===== src/rtl/osd_cell_locator.sv =====
module osd_cell_locator #(
  parameter int COLS       = 30,
  parameter int ROWS       = 12,
  parameter int CELL_W     = 12,
  parameter int CELL_H     = 18,
  parameter int HOFS       = 9,
  parameter int FIELD_RATE = 60,
  localparam int CW = $clog2(COLS),
  localparam int RW = $clog2(ROWS + 1),
  localparam int XW = $clog2(CELL_W),
  localparam int YW = $clog2(CELL_H)
) (
  input  logic          clk,
  input  logic          rst_n,
  input  logic          hsync,
  input  logic          vsync,
  input  logic [5:0]    h_origin,
  input  logic [5:0]    v_origin,
  input  logic [1:0]    hmag_top,
  input  logic [1:0]    vmag_top,
  input  logic [1:0]    hmag_body,
  input  logic [1:0]    vmag_body,
  input  logic          disp_on,
  input  logic          wipe_en,
  input  logic          wipe_slow,
  input  logic          wipe_hide,
  output logic [RW-1:0] row,
  output logic [CW-1:0] col,
  output logic [XW-1:0] dot_x,
  output logic [YW-1:0] dot_y,
  output logic          active
);
  localparam int PXW  = 11;
  localparam int LNW  = 11;
  localparam int SW   = 8;
  localparam int FAST = (FIELD_RATE / 24 > 0) ? FIELD_RATE / 24 : 1;
  localparam int SLOW = (FIELD_RATE / 12 > 0) ? FIELD_RATE / 12 : 1;

  logic [PXW-1:0] px;
  logic [LNW-1:0] ln;
  logic           hact, hdone, vact, vdone;
  logic [CW-1:0]  col_q;
  logic [XW-1:0]  dx_q;
  logic [1:0]     hrep, vrep;
  logic [RW-1:0]  row_q;
  logic [YW-1:0]  dy_q;
  logic [RW-1:0]  pos;
  logic [SW-1:0]  step_cnt;
  logic           hide_q;

  wire [1:0]     hcode  = (row_q == '0) ? hmag_top : hmag_body;
  wire [1:0]     vcode  = (row_q == '0) ? vmag_top : vmag_body;
  wire [PXW-1:0] hbegin = PXW'({h_origin, 2'b00}) + PXW'(HOFS) + PXW'(hcode);
  wire [LNW-1:0] vbegin = LNW'({v_origin, 2'b00});
  wire [SW-1:0]  step_len = wipe_slow ? SW'(SLOW) : SW'(FAST);

  always_ff @(posedge clk) begin
    if (!rst_n || hsync) begin
      px <= '0; hact <= 1'b0; hdone <= 1'b0;
      col_q <= '0; dx_q <= '0; hrep <= '0;
    end else begin
      if (px != '1) px <= px + 1'b1;
      if (!hact) begin
        if (!hdone && px == hbegin - 1'b1) hact <= 1'b1;
      end else if (hrep == hcode) begin
        hrep <= '0;
        if (dx_q == XW'(CELL_W - 1)) begin
          dx_q <= '0;
          if (col_q == CW'(COLS - 1)) begin
            hact <= 1'b0; hdone <= 1'b1; col_q <= '0;
          end else col_q <= col_q + 1'b1;
        end else dx_q <= dx_q + 1'b1;
      end else hrep <= hrep + 1'b1;
    end
  end

  always_ff @(posedge clk) begin
    if (!rst_n || vsync) begin
      ln <= '0; vact <= 1'b0; vdone <= 1'b0;
      row_q <= '0; dy_q <= '0; vrep <= '0;
    end else if (hsync) begin
      if (ln != '1) ln <= ln + 1'b1;
      if (!vact) begin
        if (!vdone && ln == vbegin) vact <= 1'b1;
      end else if (vrep == vcode) begin
        vrep <= '0;
        if (dy_q == YW'(CELL_H - 1)) begin
          dy_q <= '0;
          if (row_q == RW'(ROWS - 1)) begin
            vact <= 1'b0; vdone <= 1'b1; row_q <= '0;
          end else row_q <= row_q + 1'b1;
        end else dy_q <= dy_q + 1'b1;
      end else vrep <= vrep + 1'b1;
    end
  end

  always_ff @(posedge clk) begin
    if (!rst_n) begin
      pos <= '0; step_cnt <= '0; hide_q <= 1'b0;
    end else begin
      hide_q <= wipe_hide;
      if (!wipe_en || !disp_on || wipe_hide != hide_q) begin
        pos <= '0; step_cnt <= '0;
      end else if (vsync) begin
        if (step_cnt >= step_len - 1'b1) begin
          step_cnt <= '0;
          if (pos != RW'(ROWS)) pos <= pos + 1'b1;
        end else step_cnt <= step_cnt + 1'b1;
      end
    end
  end

  wire in_area = hact && vact;
  wire shown   = !wipe_en || (wipe_hide ? (row_q >= pos) : (row_q < pos));

  assign active = in_area && disp_on && shown;
  assign row    = in_area ? row_q : '0;
  assign col    = in_area ? col_q : '0;
  assign dot_x  = in_area ? dx_q  : '0;
  assign dot_y  = in_area ? dy_q  : '0;
endmodule



===== config.mk =====
export PLATFORM = sky130hd
export DESIGN_NAME = osd_cell_locator
export DESIGN_NICKNAME = d
export VERILOG_FILES = /design/src/rtl/osd_cell_locator.sv
export SDC_FILE = /design/constraint.sdc
export NUM_CORES = 1
export LEC_CHECK = 0
export ABC_AREA = 1
export ABC_CLOCK_PERIOD_IN_PS = 2920
export BUFFER_PORTS_ARGS = -buffer_cell sky130_fd_sc_hd__buf_2
export CORE_AREA = 5 5 89 112
export CTS_BUF_LIST = sky130_fd_sc_hd__clkbuf_8
export CTS_CLUSTER_DIAMETER = 60
export DETAILED_ROUTE_END_ITERATION = 8
export DIE_AREA = 0 0 94 117
export GPL_ROUTABILITY_DRIVEN = 0
export GPL_TIMING_DRIVEN = 0
export HOLD_SLACK_MARGIN = 0.1
export SLEW_MARGIN = 20
export SYNTH_ARGS = -nofsm -noshare
export SYNTH_HDL_FRONTEND = slang
export SYNTH_SLANG_ARGS = --single-unit

===== constraint.sdc =====
create_clock -name clk -period 2.92 [get_ports clk]
set_input_delay 0.584 -clock clk [delete_from_list [all_inputs] [get_ports clk]]
set_output_delay 0.584 -clock clk [all_outputs]
set_load 0.02 [all_outputs]

==> summary.md <==
| Metric | Value |
|---|---|
| Status | finished, final reports clean |
| Critical path peak fanout | 6 |
| Via/cell ratio | 4.85 |
| Routed WL | 8750 um |
| DR iter-0 viols | 126 |
| IO Pins | 47 |
| Core Footprint | 0.00888 sq mm |
| R2R Setup Slk | 0.97 ns |
| Area contributors post-synth | dfxtp_1, nand2_1, nor2_1 |
| Max stage delay cell, worst path | dfxtp_1 |
| Leak Pwr | 0.00193 uW |
| Async S/R FF share, synth | 0% |
| First-pass GRT wire length | 14900 um |
| Peak supply drop | 0.000235 V |
| Final core occ | 50.1% |
| # hold bufs at CTS | 0 |
| Later-pin clock latency in the skew report | 0.34 ns |
| #FFs+latches synth | 61 |
| Final Cell Area | 0.00445 sq mm |
| Crit. End Element | output port |
| Sink Count | 61 |
| Sequential area share after synthesis | 31.7% |
| DRC viols | 0 |
| IO buf count | 44 |
| Vert. Die Dim | 117 um |
| Ys Warns | 0 |
| PD cells | 406 mW/mm^2 |
| Place WS | 0.784 ns |
| Actual slew at the worst max-slew pin | 0.704 ns |
| F_max | 0.404 GHz |
| Synthesized area | 0.00385 sq mm |
| Mean Syn Cell Area | 6.84 sq um |
| Hold Fails Final Rpt | 0 |
| Syn Inst Count | 563 |
| Nets | 666 |
| Register Area | 0.00122 sq mm |
| RSZ-0062 raised after global routing | false |
| Share of cells above drive strength 1 | 15.6% |
| Die Footprint | 0.0110 sq mm |
| Final-report setup violation count | 0 |
| Worst setup margin | 0.442 ns |
| Worst min path class | reg2reg |
| Reg-to-Reg Start | row_q[0] |
| Post-CTS setup buffer count | 0 |
| Slew Limit Fails | 0 |
| ANT cells | 0 |
| Synth cell types | 38 |
| Worst Skew | 0.0124 ns |
| R2R Path End | col_q[1] |
| Cell taking the most area after synthesis | dfxtp_1 |
| H-tree depth | 3 |
| Hold Startpoint | step_cnt[5] |
| R2R cell count | 10 |
| Clock root cell | clkbuf_8 |
| Vias in the first global route | 3452 |
| Period utilisation layout | 84.9% |
| CP peak stage delay | 0.50 ns |
| Remaining Overflow, GRT | 0 |
| Initial antenna violation count | 0 |
| WS Path Type | reg2out |
| Die X-Extent | 94 um |
| Largest net degree at the start of global routing | 11 |
| Syn_nets | 611 |
| CTS tree | yes |
| Max_cap viols | 0 |
| Post-CTS Resized | 0 |
| Final TNS setup | 0 ns |
| CTS Buf Count | 9 |
| Post-synth top area share | 31.7% |
| Synth Flop Type | dfxtp_1 |
| Worst slew margin | 52.6% |
| Initial Util | 43.3% |
| Vias | 3620 |
| CP startpoint kind | flop |
| Clock slew at reported path FFs | 0.07 ns |
| Commonest cells in the netlist | nand2_1, nor2_1, inv_1, dfxtp_1, nand3_1 |
| Most numerous cell in the Yosys netlist | nand2_1 |
| Worst EP required | 2.34 ns |
| Cell row count | 39 |
| Post-synth EDFFs | 0 |
| Hold EP | step_cnt[5] |
| WL/cell | 11.7 um |
| Post-layout min period | 2.48 ns |
| Antenna viol nets, final | 0 |
| CTS Buffer Depth | 2 |
| 1st-pass router iterations | 4 |
| Area of the multi-input gates | 0.00227 sq mm |
| Critical path, cell by cell | ha_1 -> a21o_1 -> nor2_1 -> nand2_1 -> nand3_1 -> nand4_1 -> inv_1 -> buf_2 |
| Placed inst area | 0.00422 sq mm |
| DP Wirelength | 6880 um |
| Area Overhead vs Synth | 15.6% |
| Fillers | 971 |
| Arr. time, crit path | 1.89 ns |
| Gr usage total | 17.0% |
| Hold Path Depth | 2 |
-- where the power goes --
| group | internal [uW] | switching (uW) | leakage (uW) |
|---|---|---|---|
| clock network | 521 | 327 | 0.000121 |
| registers | 836 | 4.05 | 0.000492 |
| logic | 42.1 | 74.9 | 0.00131 |
-- area by class of cell --
| type | instances | area share (%) |
|---|---|---|
| Tap cell | 123 | 3.46 |
| Clock buffer | 11 | 3.40 |
| Multi-Input combinational cell | 409 | 51.0 |
| Clock inverter | 5 | 1.66 |
| Sequential cell | 61 | 27.5 |
| Buffer | 7 | 0.703 |
| Timing Repair Buffer | 44 | 4.95 |
| Inverter | 86 | 7.34 |
-- critical path, delay by kind of cell (launching register included) --
kind / cells / cell delay [ns]
adders and majority gates: 1 / 0.30
and+or+nand+nor: 4 / 0.34
AOI/OAI and AO/OA: 1 / 0.19
buffers and inverters: 2 / 0.23
DFF: 1 / 0.50
-- stage by stage --
stage                     total power, uW  std cells  hold WS (ns)
after floorplan                       932        563         0.423
after global placement                975        730         0.432
after detailed placement              978        730         0.436
after CTS                            1830        746         0.438
after global routing                 1890        746         0.459
final                                1810        746         0.444
-- flip-flops by register name (all words and copies together) (netlist names) --
name and count:
hact 1, vrep 2, px 11, pos 4
col_q 5, dy_q 5, vact 1, step_cnt 8
hide_q 1, hdone 1, row_q 4, dx_q 4
ln 11, vdone 1, hrep 2
-- layout by cell type (no fill, tap or decap), types with 2 or more instances in the layout --
cell       instances
buf_2             45
clkbuf_1           5
nand3b_1           2
nor3_1            12
o21ai_0           18
nor2_4             3
dfxtp_1           61
a21oi_1           36
clkinv_2           3
a211oi_1           2
xnor2_1            5
ha_1              20
nor2_8             2
nand3_2            5
nand4_1           18
xor2_1            22
nor2_1            84
nand3_1           42
clkbuf_8          11
a21oi_2            3
nand2_2           10
nand2_1          107
bufinv_16          2
inv_1             84
nand2_4            5
nor4_1             2
-- per-layer routing --
metal  routed length [um]  global-route usage [%]
met1                 3720                    18.2
met4                  182                    7.23
met2                 4560                    32.1
met5                    0                       0
met3                  294                    3.58
-- logic make-up (layout without fill, tap and decap cells) --
logic type / count (synthesis) / in the layout / share of synthesized area (%)
AOI/OAI and AO/OA: 65 / 65 / 9.17
and+or+nand+nor: 297 / 297 / 37.2
adders and majority gates: 20 / 20 / 6.50
DFF: 61 / 61 / 31.7
buffers and inverters: 93 / 153 / 9.30
xor gates and xnor gates: 27 / 27 / 6.14
-- worst max path at each step --
stage / from / to / slack (ns)
after CTS: row_q[3] / active / 0.41
after detailed placement: vsync / ln[3] / 0.78
final: row_q[3] / active / 0.44
after global routing: row_q[3] / active / 0.27
after floorplan: row_q[3] / active / 1.02
after global placement: row_q[3] / active / 0.79
Note: power is estimated with default switching activity, not from simulation.
